File: src/rtl/csep_pkg.sv
package csep_pkg;

    typedef enum logic [1:0] {
        MS_HIGH,
        MS_LOW,
        MS_LONG
    } meter_state_e;

    typedef enum logic [2:0] {
        PK_GLITCH,
        PK_HORIZ,
        PK_STRAY,
        PK_BROAD,
        PK_OVERLONG
    } pulse_kind_e;

    typedef enum logic {
        VT_OFF,
        VT_ON
    } vtrack_state_e;

endpackage

File: src/rtl/csep_sync.sv
module csep_sync #(
    parameter int unsigned WIDTH  = 2,
    parameter int unsigned STAGES = 2
) (
    input  logic             clk,
    input  logic             rst_n,
    input  logic [WIDTH-1:0] din_n,
    output logic [WIDTH-1:0] line_lo
);

    logic [WIDTH-1:0] stage_q [STAGES];

    for (genvar s = 0; s < STAGES; s++) begin : g_stage
        if (s == 0) begin : g_first
            always_ff @(posedge clk or negedge rst_n) begin
                if (!rst_n) stage_q[0] <= '1;
                else        stage_q[0] <= din_n;
            end
        end else begin : g_next
            always_ff @(posedge clk or negedge rst_n) begin
                if (!rst_n) stage_q[s] <= '1;
                else        stage_q[s] <= stage_q[s-1];
            end
        end
    end

    assign line_lo = ~stage_q[STAGES-1];

endmodule

File: src/rtl/csep_pulse_meter.sv
module csep_pulse_meter
    import csep_pkg::*;
#(
    parameter int unsigned GLITCH_CYC = 12,
    parameter int unsigned H_MIN_CYC  = 16,
    parameter int unsigned H_MAX_CYC  = 32,
    parameter int unsigned V_MIN_CYC  = 52,
    parameter int unsigned V_MAX_CYC  = 112
) (
    input  logic        clk,
    input  logic        rst_n,
    input  logic        filt_en,
    input  logic        line_lo,
    output logic        ev_valid,
    output pulse_kind_e ev_kind,
    output logic        broad_start
);

    localparam int unsigned CW = $clog2(V_MAX_CYC + 2);
    localparam logic [CW-1:0] GLITCH_C = CW'(GLITCH_CYC);
    localparam logic [CW-1:0] H_MIN_C  = CW'(H_MIN_CYC);
    localparam logic [CW-1:0] H_MAX_C  = CW'(H_MAX_CYC);
    localparam logic [CW-1:0] V_MIN_C  = CW'(V_MIN_CYC);
    localparam logic [CW-1:0] V_MAX_C  = CW'(V_MAX_CYC);
    localparam logic [CW-1:0] V_ARM_C  = CW'(V_MIN_CYC - 1);

    meter_state_e  state_q, state_d;
    logic [CW-1:0] cnt_q, cnt_d;
    logic          ev_d, bstart_d;
    pulse_kind_e   kind_d;

    function automatic pulse_kind_e classify(input logic [CW-1:0] w, input logic filt);
        if (filt && (w < GLITCH_C))                 return PK_GLITCH;
        else if ((w >= H_MIN_C) && (w <= H_MAX_C))  return PK_HORIZ;
        else if (w >= V_MIN_C)                      return PK_BROAD;
        else                                        return PK_STRAY;
    endfunction

    // state register
    always_ff @(posedge clk or negedge rst_n) begin
        if (!rst_n) begin
            state_q <= MS_HIGH;
            cnt_q   <= '0;
        end else begin
            state_q <= state_d;
            cnt_q   <= cnt_d;
        end
    end

    // transitions
    always_comb begin
        state_d  = state_q;
        cnt_d    = cnt_q;
        ev_d     = 1'b0;
        kind_d   = PK_GLITCH;
        bstart_d = 1'b0;
        unique case (state_q)
            MS_HIGH: begin
                if (line_lo) begin
                    state_d = MS_LOW;
                    cnt_d   = CW'(1);
                end
            end
            MS_LOW: begin
                if (!line_lo) begin
                    state_d = MS_HIGH;
                    ev_d    = 1'b1;
                    kind_d  = classify(cnt_q, filt_en);
                end else if (cnt_q == V_MAX_C) begin
                    state_d = MS_LONG;
                    ev_d    = 1'b1;
                    kind_d  = PK_OVERLONG;
                end else begin
                    cnt_d = cnt_q + CW'(1);
                    if (cnt_q == V_ARM_C) bstart_d = 1'b1;
                end
            end
            MS_LONG: begin
                if (!line_lo) state_d = MS_HIGH;
            end
            default: state_d = MS_HIGH;
        endcase
    end

    // registered outputs
    always_ff @(posedge clk or negedge rst_n) begin
        if (!rst_n) begin
            ev_valid    <= 1'b0;
            ev_kind     <= PK_GLITCH;
            broad_start <= 1'b0;
        end else begin
            ev_valid    <= ev_d;
            ev_kind     <= kind_d;
            broad_start <= bstart_d;
        end
    end

    AST_CNT_BOUNDED: assert property (@(posedge clk) disable iff (!rst_n)
        (state_q == MS_LOW) |-> ((cnt_q >= CW'(1)) && (cnt_q <= V_MAX_C)));

    AST_LONG_NO_EVENT: assert property (@(posedge clk) disable iff (!rst_n)
        (state_q == MS_LONG) |=> !(ev_valid && (ev_kind == PK_HORIZ)));

    AST_BROAD_SINGLE: assert property (@(posedge clk) disable iff (!rst_n)
        broad_start |=> !broad_start);

endmodule

File: src/rtl/csep_vtrack.sv
module csep_vtrack
    import csep_pkg::*;
#(
    parameter int unsigned IDLE_MAX_CYC = 768
) (
    input  logic        clk,
    input  logic        rst_n,
    input  logic        enable,
    input  logic        line_lo,
    input  logic        ev_valid,
    input  pulse_kind_e ev_kind,
    input  logic        broad_start,
    output logic        v_on
);

    localparam int unsigned IW = $clog2(IDLE_MAX_CYC + 1);
    localparam logic [IW-1:0] IDLE_LAST = IW'(IDLE_MAX_CYC - 1);

    vtrack_state_e state_q, state_d;
    logic [IW-1:0] idle_q, idle_d;
    logic          ends_vert;

    assign ends_vert = ev_valid &&
        ((ev_kind == PK_HORIZ) || (ev_kind == PK_STRAY) || (ev_kind == PK_OVERLONG));

    // state register
    always_ff @(posedge clk or negedge rst_n) begin
        if (!rst_n) begin
            state_q <= VT_OFF;
            idle_q  <= '0;
        end else begin
            state_q <= state_d;
            idle_q  <= idle_d;
        end
    end

    // transitions
    always_comb begin
        state_d = state_q;
        idle_d  = idle_q;
        if (line_lo || (state_q == VT_OFF)) idle_d = '0;
        else if (idle_q != IDLE_LAST)       idle_d = idle_q + IW'(1);
        if (!enable) begin
            state_d = VT_OFF;
        end else begin
            unique case (state_q)
                VT_OFF: if (broad_start) state_d = VT_ON;
                VT_ON: begin
                    if (ends_vert)                                state_d = VT_OFF;
                    else if (!line_lo && (idle_q == IDLE_LAST))   state_d = VT_OFF;
                end
                default: state_d = VT_OFF;
            endcase
        end
    end

    // output
    always_comb v_on = (state_q == VT_ON);

    AST_RISE_AFTER_BROAD: assert property (@(posedge clk) disable iff (!rst_n)
        $rose(v_on) |-> $past(broad_start));

    AST_HORIZ_RELEASES: assert property (@(posedge clk) disable iff (!rst_n)
        (ev_valid && (ev_kind == PK_HORIZ)) |=> !v_on);

    AST_OVERLONG_RELEASES: assert property (@(posedge clk) disable iff (!rst_n)
        (ev_valid && (ev_kind == PK_OVERLONG)) |=> !v_on);

    AST_GLITCH_KEEPS: assert property (@(posedge clk) disable iff (!rst_n)
        (v_on && enable && ev_valid && (ev_kind == PK_GLITCH) && !line_lo && (idle_q != IDLE_LAST))
        |=> v_on);

    AST_OFF_IN_SEPARATE: assert property (@(posedge clk) disable iff (!rst_n)
        !enable |=> !v_on);

endmodule

File: src/rtl/csync_sep.sv
module csync_sep
    import csep_pkg::*;
#(
    parameter int unsigned GLITCH_CYC   = 12,
    parameter int unsigned H_MIN_CYC    = 16,
    parameter int unsigned H_MAX_CYC    = 32,
    parameter int unsigned V_MIN_CYC    = 52,
    parameter int unsigned V_MAX_CYC    = 112,
    parameter int unsigned IDLE_MAX_CYC = 768,
    parameter int unsigned SYNC_STAGES  = 2
) (
    input  logic clk,
    input  logic rst_n,
    input  logic comp_mode,
    input  logic glitch_filt_en,
    input  logic hsync_n,
    input  logic vsync_n,
    output logic h_strobe,
    output logic v_sync
);

    localparam int unsigned NLINES = 2;

    logic [NLINES-1:0] line_lo;
    logic              ev_valid;
    pulse_kind_e       ev_kind;
    logic              broad_start;
    logic              v_on;

    csep_sync #(.WIDTH(NLINES), .STAGES(SYNC_STAGES)) u_sync (
        .clk     (clk),
        .rst_n   (rst_n),
        .din_n   ({vsync_n, hsync_n}),
        .line_lo (line_lo)
    );

    csep_pulse_meter #(
        .GLITCH_CYC (GLITCH_CYC),
        .H_MIN_CYC  (H_MIN_CYC),
        .H_MAX_CYC  (H_MAX_CYC),
        .V_MIN_CYC  (V_MIN_CYC),
        .V_MAX_CYC  (V_MAX_CYC)
    ) u_meter (
        .clk         (clk),
        .rst_n       (rst_n),
        .filt_en     (glitch_filt_en),
        .line_lo     (line_lo[0]),
        .ev_valid    (ev_valid),
        .ev_kind     (ev_kind),
        .broad_start (broad_start)
    );

    csep_vtrack #(.IDLE_MAX_CYC(IDLE_MAX_CYC)) u_vtrack (
        .clk         (clk),
        .rst_n       (rst_n),
        .enable      (comp_mode),
        .line_lo     (line_lo[0]),
        .ev_valid    (ev_valid),
        .ev_kind     (ev_kind),
        .broad_start (broad_start),
        .v_on        (v_on)
    );

    assign h_strobe = ev_valid && (ev_kind == PK_HORIZ);
    assign v_sync   = comp_mode ? v_on : line_lo[1];

    AST_STROBE_ONE_CYCLE: assert property (@(posedge clk) disable iff (!rst_n)
        h_strobe |=> !h_strobe);

    AST_NO_STROBE_ON_RISE: assert property (@(posedge clk) disable iff (!rst_n)
        (comp_mode && $past(comp_mode) && $rose(v_sync)) |-> !h_strobe);

endmodule

File: config.mk
export PLATFORM = sky130hd
export DESIGN_NAME = csync_sep
export DESIGN_NICKNAME = d
export VERILOG_FILES = /design/src/rtl/csep_pkg.sv /design/src/rtl/csep_sync.sv /design/src/rtl/csep_pulse_meter.sv /design/src/rtl/csep_vtrack.sv /design/src/rtl/csync_sep.sv
export SDC_FILE = /design/constraint.sdc
export NUM_CORES = 1
export LEC_CHECK = 0
export BUFFER_PORTS_ARGS = -buffer_cell sky130_fd_sc_hd__buf_2
export CAP_MARGIN = 20
export CORE_MARGIN = 3
export CORE_UTILIZATION = 59
export DETAILED_ROUTE_END_ITERATION = 8
export PLACE_DENSITY_LB_ADDON = 0.3
export SLEW_MARGIN = 10
export SYNTH_ARGS = -nofsm -noshare
export SYNTH_HDL_FRONTEND = slang
export SYNTH_SLANG_ARGS = --single-unit
File: constraint.sdc
create_clock -name clk -period 1.7 [get_ports clk]
set_clock_uncertainty 0.05 [all_clocks]
set_input_delay 0.17 -clock clk [delete_from_list [all_inputs] [get_ports clk]]
set_output_delay 0.17 -clock clk [all_outputs]
set_load 0.01 [all_outputs]
==> impl_metrics.py, run 1 <==
metrics = {
    "worst_setup_path": {
        "r2r_cells": 5,
        "rr_startpoint": "u_vtrack.idle_q[1]",
        "worst-path-max-fanout": 8,
        "start_kind": "register",
        "worstPathArrival_ns": 1.81,
        "r2r_slack_ns": 0.07,
        "crit_type": "register to register",
        "cp_data_required_time_ns": 1.88,
        "cp-end-kind": "register",
        "r2r_end": "u_vtrack.v_on",
    },
    "clock_network": {
        "numCtsBuffers": 5,
        "h-tree-depth": 2,
        "clk_pin_slew_worst_paths_ns": 0.09,
        "ctsRootBufferMaster": "clkbuf_4",
        "cts_tree": "built",
        "clkSinkCount": 29,
        "clk_latency_ns": 0.33,
        "clk_path_buf_depth": 2,
    },
    "routing": {
        "wirelength_um": 2950,
        "num_vias": 1146,
        "drtIter0Drc": 36,
        "viasPerCell": 6.16,
        "wl_per_cell_um": 15.9,
        "postRouteAntennaNets": 0,
        "drcViolationCount": 0,
        "dr.pass1.iters": 5,
    },
    "synthesis": {
        "synth_top_flop_cell": "dfrtp_1",
        "netlist_top_cells_area": "dfrtp_1 (44%), dfstp_2 (7.5%), nor2_1 (3.7%)",
        "synth.top_cell.area_share_pct": 44.5,
        "synth-adder-area-share_pct": 2.67,
        "syn_nets": 145,
        "synth_top_family_by_area": "simple AND/OR/NAND/NOR gates",
        "yosysTopAreaCell": "dfrtp_1",
        "synthMuxAreaShare_pct": 3.74,
        "yosys.area_share.simple_pct": 21.7,
        "syn-instance-count": 136,
        "synth_area_sq_um": 1410,
        "synth_compound_area_share_pct": 14.4,
        "ys_ff_latch": 29,
        "synth_cell_type_count": 44,
        "async_flop_share_pct": 100,
        "synth_edf_count": 0,
        "yosysSeqAreaShare_pct": 52.0,
        "yosys_warnings": 0,
        "synth_xor_area_share_pct": 2.49,
        "avgSynthCellArea_sq_um": 10.3,
    },
    "place": {
        "routabilityCongestion": 0.895,
        "dpl.hpwl_um": 1980,
        "port-buffer-count": 7,
    },
    "sta": {
        "slew_headroom_pct": 58.4,
        "drv_slew": 0,
        "timing.fmax_ghz": 0.614,
        "fin_crit_ns": 1.63,
        "finalHoldViolCount": 0,
        "fin_crit_sh_pct": 95.8,
        "worst_pin_slew_ns": 0.624,
        "grt_setup_unrepaired": "no",
        "setup_viol": 0,
    },
    "global_route": {
        "grt_overflow": 0,
        "first_global_vias": 1018,
        "grt_use_total_pct": 22.5,
        "grt_pass1_wl_um": 4700,
        "antenna_found_initial": 0,
        "grt_max_degree": 30,
    },
    "final_layout": {
        "n_fill_cell": 153,
        "nNetsFinal": 166,
        "areaGrowthSynthToFinish_pct": 18.8,
        "drive_above_1_share_pct": 22.8,
        "num_antenna_cells": 0,
        "mostFrequentLayoutCell": "dfrtp_1",
        "fin_util_pct": 74.8,
        "final_cell_mix": "dfrtp_1 (24), nor2_1 (13), nand2_1 (11)",
    },
    "floorplan": {
        "core_sq_um": 2230,
        "fp-row-count": 17,
        "die-area_sq_um": 3010,
        "fp.dieH_um": 54.8,
        "start_util_pct": 63.0,
        "pin_count": 8,
        "die_w_um": 54.8,
    },
    "hold_path": {
        "min_path_cells": 2,
        "min_to": "u_vtrack.v_on",
        "worstHoldStart": "comp_mode",
        "min_path_type": "input port to register",
    },
    "pwr": {
        "cellPowerDensity_nw_per_um2": 967,
        "p_total_w": 0.00161,
        "peakVddDrop_uv": 1090,
        "leakage_nw": 0.763,
    },
    "status": {
        "status": "finished, final reports clean",
    },
    "run": {
        "max_cap_violations": 0,
    },
}
## kinds of logic (layout without fill, tap and decap cells)
family,count (synthesis),after routing
AO/OA/AOI/OAI,30,30
XOR/XNOR,4,4
adder cells (fa/ha/maj),3,3
buffers and inverters,11,32
flip-flops,29,29
multiplexers,5,5
AND/OR/NAND/NOR,54,55
## cell usage after synthesis (3+ instances only)
library cell,count
a21oi_1,5
ha_1,3
nor2_1,14
inv_1,8
nand3_1,6
mux2i_1,3
xor2_1,3
o21ai_0,8
nand2_1,11
dfrtp_1,25
dfstp_2,4
## per-stage QoR
stage / setup slack, ns / cells / cell area (sq um) / hold WS, ns / setup TNS (ns)
4_1_cts: 0.0692 / 184 / 1640 / 0.0750 / 0
2_1_floorplan: 0.121 / 136 / 1410 / -0.176 / 0
3_3_place_gp: 0.0631 / 172 / 1490 / 0.164 / 0
3_5_place_dp: -0.0700 / 172 / 1490 / 0.170 / -0.109
5_1_grt: 0.00761 / 186 / 1670 / 0.0766 / 0
6_report: 0.0719 / 186 / 1670 / 0.0815 / 0
## area by class of cell
class,count,area [sq um],share of cell area (%)
sequential,29,732,43.8
inverter,8,30.0,1.80
clock inverter,3,65.1,3.90
clock buffer,5,37.5,2.25
multi-input combinational,97,661,39.6
timing repair buffer,16,110,6.59
tap,28,35.0,2.10
## worst max-delay path: stages, from the launching register on
cell	delay, ns
dfrtp_2	0.42
ha_4	0.17
nand4_4	0.18
nor3_4	0.38
nand2_1	0.10
a41o_1	0.23
## routing by layer
layer  share of wire [%]  wire length [um]  global-route usage [%]
met5                   0                 0                       0
met4                 2.1                63                    9.13
met3                 5.2               154                    7.90
met2                  48              1400                    33.1
met1                  45              1330                    30.0
## worst max path at each step
| stage | from | to | depth (start not counted) |
|---|---|---|---|
| final | u_vtrack.idle_q[1] | u_vtrack.v_on | 5 |
| after global routing | u_meter.cnt_q[1] | u_meter.cnt_q[6] | 5 |
| after CTS | u_vtrack.idle_q[1] | u_vtrack.v_on | 5 |
| after detailed placement | u_vtrack.idle_q[1] | u_vtrack.idle_q[7] | 5 |
| after global placement | u_vtrack.idle_q[1] | u_vtrack.v_on | 5 |
| after floorplan | u_vtrack.idle_q[0] | u_vtrack.v_on | 5 |
## report_power, final
group	switching, W	internal (W)
registers	0.0000307	0.000725
clock network	0.000254	0.000455
logic	0.0000873	0.0000636
## registers in the layout, indices dropped and copies added, names as in the netlist
signal               cells
u_vtrack.idle_q         10
u_meter.state_q          2
u_meter.ev_kind          3
u_sync.stage_q           4
u_meter.ev_valid         1
u_vtrack.v_on            1
u_meter.cnt_q            7
u_meter.broad_start      1
## timing repair
item                                    in CTS  in global routing
buffers inserted                             0                  2
endpoints found under the hold margin       27                  0
cloned                                       1                  0
hold buffers                                 3                  0
gates resized for setup                      1                  5
endpoints found under the setup margin       5                  8
pin swaps                                    1                  2
Power figures use the tool's default switching activity.
==> inputs of run 2 (changes only) <==
- CORE_MARGIN: 3 -> 2
==> impl_metrics.py, run 2 (synthesis gave the netlist of run 1 again) <==
metrics = {
    "status": {
        "status": "finished, final reports clean",
    },
    "clock_network": {
        "clk_latency_ns": 0.32,
        "numCtsBuffers": 5,
        "clk_path_buf_depth": 2,
        "cts_tree": "built",
        "h-tree-depth": 2,
        "ctsRootBufferMaster": "clkbuf_4",
        "clkSinkCount": 29,
        "clk_pin_slew_worst_paths_ns": 0.09,
    },
    "floorplan": {
        "core_sq_um": 2230,
        "fp.dieH_um": 52.8,
        "pin_count": 8,
        "start_util_pct": 63.0,
        "die_w_um": 52.8,
        "die-area_sq_um": 2790,
        "fp-row-count": 17,
    },
    "sta": {
        "slew_headroom_pct": 58.3,
        "setup_tns_ns": 0,
        "drv_slew": 0,
        "fin_crit_ns": 1.66,
        "grt_setup_unrepaired": "no",
        "timing.fmax_ghz": 0.603,
        "finalHoldViolCount": 0,
        "worst_pin_slew_ns": 0.625,
        "fin_crit_sh_pct": 97.5,
        "holdWs_ns": 0.0984,
        "setup_viol": 0,
    },
    "final_layout": {
        "largest_register_ffs": 10,
        "areaGrowthSynthToFinish_pct": 14.4,
        "mostFrequentLayoutCell": "dfrtp_1",
        "fin_util_pct": 72.0,
        "drive_above_1_share_pct": 20.4,
        "largest-register": "u_vtrack.idle_q",
        "nNetsFinal": 165,
        "num_antenna_cells": 0,
        "final_cell_mix": "dfrtp_1 (25), nor2_1 (14), nand2_1 (11)",
        "reg.largest.list": "u_vtrack.idle_q x10, u_meter.cnt_q x7, u_sync.stage_q x4",
    },
    "global_route": {
        "antenna_found_initial": 0,
        "grt_overflow": 0,
        "grt_pass1_wl_um": 4630,
        "grt_max_degree": 30,
        "grt_use_total_pct": 23.1,
        "first_global_vias": 1140,
    },
    "routing": {
        "wl_per_cell_um": 15.0,
        "wirelength_um": 2780,
        "drcViolationCount": 0,
        "drtIter0Drc": 24,
        "num_vias": 1124,
        "viasPerCell": 6.08,
        "postRouteAntennaNets": 0,
        "dr.pass1.iters": 6,
    },
    "worst_setup_path": {
        "crit_type": "register to register",
        "start_kind": "register",
        "worst_path_max_delay_cell": "or4_1",
        "worst-path-max-fanout": 10,
        "path_cells": "ha_2 > nand4_4 > nor3_4 > buf_12 > or4_1 > nand2_1",
        "cp_data_required_time_ns": 1.91,
        "worstPathArrival_ns": 1.86,
        "cp-end-kind": "register",
        "slowest_delay_ns": 0.49,
    },
    "pwr": {
        "peakVddDrop_uv": 607,
        "cellPowerDensity_nw_per_um2": 806,
        "p_total_w": 0.00130,
        "leakage_nw": 0.746,
    },
    "hold_path": {
        "min_path_type": "input port to register",
    },
    "run": {
        "max_cap_violations": 0,
    },
    "place": {
        "port-buffer-count": 7,
        "dpl.hpwl_um": 1900,
        "routabilityCongestion": 0.839,
    },
}
==> run 2: cell types whose count changed in the layout (fill, tap and decap cells not counted), sizes merged <==
cell / before / now
clkinvlp: 0 / 1
nor3: 3 / 2
bufinv: 2 / 0
clkinv: 1 / 2
==> run 2: final cells by class <==
| cell class | count | area, sq um |
|---|---|---|
| well taps | 28 | 35.0 |
| flip-flops and latches | 29 | 731 |
| multi-input cells | 96 | 636 |
| repair buffers | 16 | 123 |
| clock buffers | 5 | 37.5 |
| clock inverters | 3 | 17.5 |
| inverters | 8 | 30.0 |
| fillers | 175 | 624 |
==> run 2: path summary, 6_finish.rpt <==
path / startpoint / endpoint / slack (ns) / cells after the start
min in group asynchronous: rst_n / u_meter.cnt_q[2] / 0.34 / 2
max reg2reg: u_vtrack.idle_q[0] / u_vtrack.idle_q[3] / 0.04 / 6
max: u_vtrack.idle_q[0] / u_vtrack.idle_q[3] / 0.04 / 6
min reg2reg: u_sync.stage_q[2] / u_sync.stage_q[0] / 0.31 / 0
min: comp_mode / u_vtrack.v_on / 0.1 / 2
max in group asynchronous: rst_n / u_meter.state_q[0] / 0.85 / 2
==> run 2: what timing repair did <==
item                                    4_1_cts  5_1_grt
pin swaps                                     1        1
setup buffers                                 0        2
endpoints found under the hold margin        27        0
endpoints found under the setup margin        3        7
gates cloned                                  0        0
hold buffers                                  3        0
resized for setup                             0        2
==> run 2: critical path: cells and delay by family, from the launching register on <==
family        cells  cell delay [ns]
flops             1             0.41
fa+ha+maj         1             0.22
buf+inv           1             0.14
simple gates      4             0.78
==> run 2: per-layer routing <==
layer  track usage, %  routed length [um]
met2             37.1                1320
met1             28.0                1270
met4             10.3                  43
met3             8.00                 143
met5                0                   0
==> run 2: metrics by stage <==
stage	worst slack, ns	area [sq um]	std cells
after floorplan	0.121	1410	136
after global placement	0.0627	1490	172
after detailed placement	-0.0279	1490	172
after CTS	0.0136	1580	183
after global routing	0.000377	1610	185
final	0.0426	1610	185
==> run 2: power by group <==
| part | switching (W) | internal, W | leakage [nW] |
|---|---|---|---|
| logic | 0.0000871 | 0.0000620 | 0.332 |
| clock network | 0.000240 | 0.000156 | 0.0310 |
| registers | 0.0000279 | 0.000725 | 0.383 |
==> inputs of run 3 (changes only) <==
- CTS_CLUSTER_SIZE: unset -> 25
- SYNTH_HIERARCHICAL: unset -> 1
- clock period: 1.7 -> 1.9 ns (I/O delays scaled with it)
==> impl_metrics.py, run 3 <==
metrics = {
    "sta": {
        "finalHoldViolCount": 0,
        "setup_tns_ns": 0,
        "slew_headroom_pct": 58.7,
        "grt_setup_unrepaired": "no",
        "setup_viol": 0,
        "drv_slew": 0,
        "timing.fmax_ghz": 0.602,
        "fin_crit_sh_pct": 87.4,
        "worst_pin_slew_ns": 0.619,
        "holdWs_ns": 0.137,
        "fin_crit_ns": 1.66,
    },
    "floorplan": {
        "fp-row-count": 18,
        "start_util_pct": 61.5,
        "fp.dieH_um": 54.4,
        "pin_count": 8,
        "die-area_sq_um": 2960,
        "core_sq_um": 2430,
        "die_w_um": 54.4,
    },
    "worst_setup_path": {
        "path_cells": "ha_1 > nand3_1 > nor3_4 > mux2i_1 > nor2_1",
        "rr_startpoint": "u_vtrack/idle_q[0]",
        "r2r_cells": 5,
        "crit_type": "register to register",
        "cp_data_required_time_ns": 2.05,
        "r2r_end": "u_vtrack/idle_q[1]",
        "worst_path_max_delay_cell": "dfrtp_1",
        "worstPathArrival_ns": 1.81,
        "startpoint": "u_vtrack/idle_q[0]",
        "worst-path-max-fanout": 7,
        "start_kind": "register",
        "r2r_slack_ns": 0.24,
        "cp-end-kind": "register",
        "slowest_delay_ns": 0.41,
    },
    "final_layout": {
        "final_cell_mix": "dfrtp_1 (25), nand2_1 (10), inv_1 (9), nor2_1 (9)",
        "drive_above_1_share_pct": 17.2,
        "stdcell_count": 187,
        "num_antenna_cells": 0,
        "n_fill_cell": 195,
        "reg.largest.list": "u_vtrack/idle_q x10, u_meter/cnt_q x7, u_sync/stage_q x4",
        "largest-register": "u_vtrack/idle_q",
        "largest_register_ffs": 10,
        "areaGrowthSynthToFinish_pct": 9.28,
        "regArea_sq_um": 731,
        "nNetsFinal": 165,
        "multi_input_area_sq_um": 698,
        "fin_util_pct": 67.2,
        "mostFrequentLayoutCell": "dfrtp_1",
    },
    "hold_path": {
        "min_path_cells": 3,
        "worstHoldStart": "comp_mode",
        "min_to": "u_vtrack/v_on",
        "min_path_type": "input port to register",
    },
    "routing": {
        "viasPerCell": 5.96,
        "dr.pass1.iters": 4,
        "wl_per_cell_um": 13.8,
        "postRouteAntennaNets": 0,
        "drcViolationCount": 0,
        "wirelength_um": 2590,
        "num_vias": 1114,
        "drtIter0Drc": 22,
    },
    "clock_network": {
        "h-tree-depth": 2,
        "postCtsHoldBufs": 3,
        "cts_resized": 0,
        "clk_path_buf_depth": 2,
        "cts_setup_buffers": 0,
        "ctsRootBufferMaster": "clkbuf_4",
        "numCtsBuffers": 5,
        "clk_pin_slew_worst_paths_ns": 0.09,
        "clkSinkCount": 29,
        "clk_latency_ns": 0.32,
        "cts_tree": "built",
    },
    "synthesis": {
        "netlist_top_cells_area": "dfrtp_1 (42%), dfstp_2 (7.0%), ha_1 (2.5%)",
        "yosys_warnings": 6,
        "yosysSeqAreaShare_pct": 48.8,
        "syn_nets": 152,
        "async_flop_share_pct": 100,
        "syn-instance-count": 143,
        "ys_top_cells_by_count": "dfrtp_1 (25), nand2_1 (10), inv_1 (9), nor2_1 (9), nand3_1 (7)",
        "ys_ff_latch": 29,
        "yosysTopAreaCell": "dfrtp_1",
        "synth_edf_count": 0,
        "synth_area_sq_um": 1500,
        "avgSynthCellArea_sq_um": 10.5,
        "synth.top_cell.area_share_pct": 41.8,
        "synth_top_flop_cell": "dfrtp_1",
        "yosysMostFrequentCell": "dfrtp_1",
        "synth_cell_type_count": 52,
    },
    "status": {
        "status": "finished, final reports clean",
    },
    "pwr": {
        "cellPowerDensity_nw_per_um2": 713,
        "leakage_nw": 0.714,
        "p_total_w": 0.00117,
        "peakVddDrop_uv": 605,
    },
    "place": {
        "port-buffer-count": 7,
        "dpl.hpwl_um": 1820,
        "dp_cells": 176,
        "routabilityCongestion": 0.853,
    },
    "global_route": {
        "grt_pass1_wl_um": 4250,
        "antenna_found_initial": 0,
        "first_global_vias": 1037,
        "grt_max_degree": 30,
        "grt_use_total_pct": 20.6,
        "grt_overflow": 0,
    },
    "run": {
        "max_cap_violations": 0,
    },
}
## run 3: changes by cell type after synthesis, moves of 2 or more
cell and delta:
nor3_1 +3, clkbuf_1 -2, nor2_1 -5, and3_1 -2, nand2b_1 +2, o21ai_1 +2
o21ai_0 -4, o41ai_1 -2, mux2_2 -2, a21boi_1 +2, nor2b_1 +2
## run 3: per-layer routing
metal | vias to the layer above | GRT usage (%) | wire [um]
met5 | - | 0 | 0
met1 | 541 | 25.6 | 1250
li1 | 552 | - | -
met4 | 0 | 8.33 | 31
met3 | 4 | 6.56 | 86
met2 | 17 | 33.1 | 1210
## run 3: cell families after synthesis
group                    count (synthesis)  share of synthesized area (%)
multiplexers                             3                           2.34
AND/OR/NAND/NOR                         60                           25.5
flip-flops                              29                           48.8
XOR/XNOR                                 4                           2.34
buffers and inverters                   13                           4.51
adder cells (fa/ha/maj)                  3                           2.51
AO/OA/AOI/OAI                           31                           14.0
## run 3: cell type report
class	instances	share of cell area [%]
tap	30	2.30
inverter	9	2.07
clock inverter	1	0.306
timing repair buffer	10	3.98
clock buffer	7	3.98
multi-input combinational	101	42.7
sequential	29	44.7
## run 3: where the power goes
group          internal (W)  total [W]  switching, W
sequential         0.000638   0.000662     0.0000245
combinational     0.0000353  0.0000775     0.0000422
clock              0.000214   0.000426      0.000211
## run 3: worst max-delay path, delay by kind of cell (launching register included)
kind | cells | cell delay [ns]
multiplexers | 1 | 0.23
AND/OR/NAND/NOR | 3 | 0.62
flip-flops | 1 | 0.41
adder cells (fa/ha/maj) | 1 | 0.22
## run 3: how the worst max path moves through the flow
stage | to | slack, ns
2_1_floorplan | u_vtrack/idle_q[8] | 0.41
4_1_cts | u_vtrack/idle_q[1] | 0.24
3_5_place_dp | u_vtrack/idle_q[1] | 0.26
6_report | u_vtrack/idle_q[1] | 0.24
3_3_place_gp | u_vtrack/idle_q[1] | 0.34
5_1_grt | u_vtrack/idle_q[3] | 0.08
## run 3: per-stage QoR
step	setup slack [ns]	cell area [sq um]
global placement	0.335	1540
CTS	0.235	1640
finish	0.239	1640
detailed placement	0.256	1540
floorplan	0.414	1500
global route	0.0836	1640
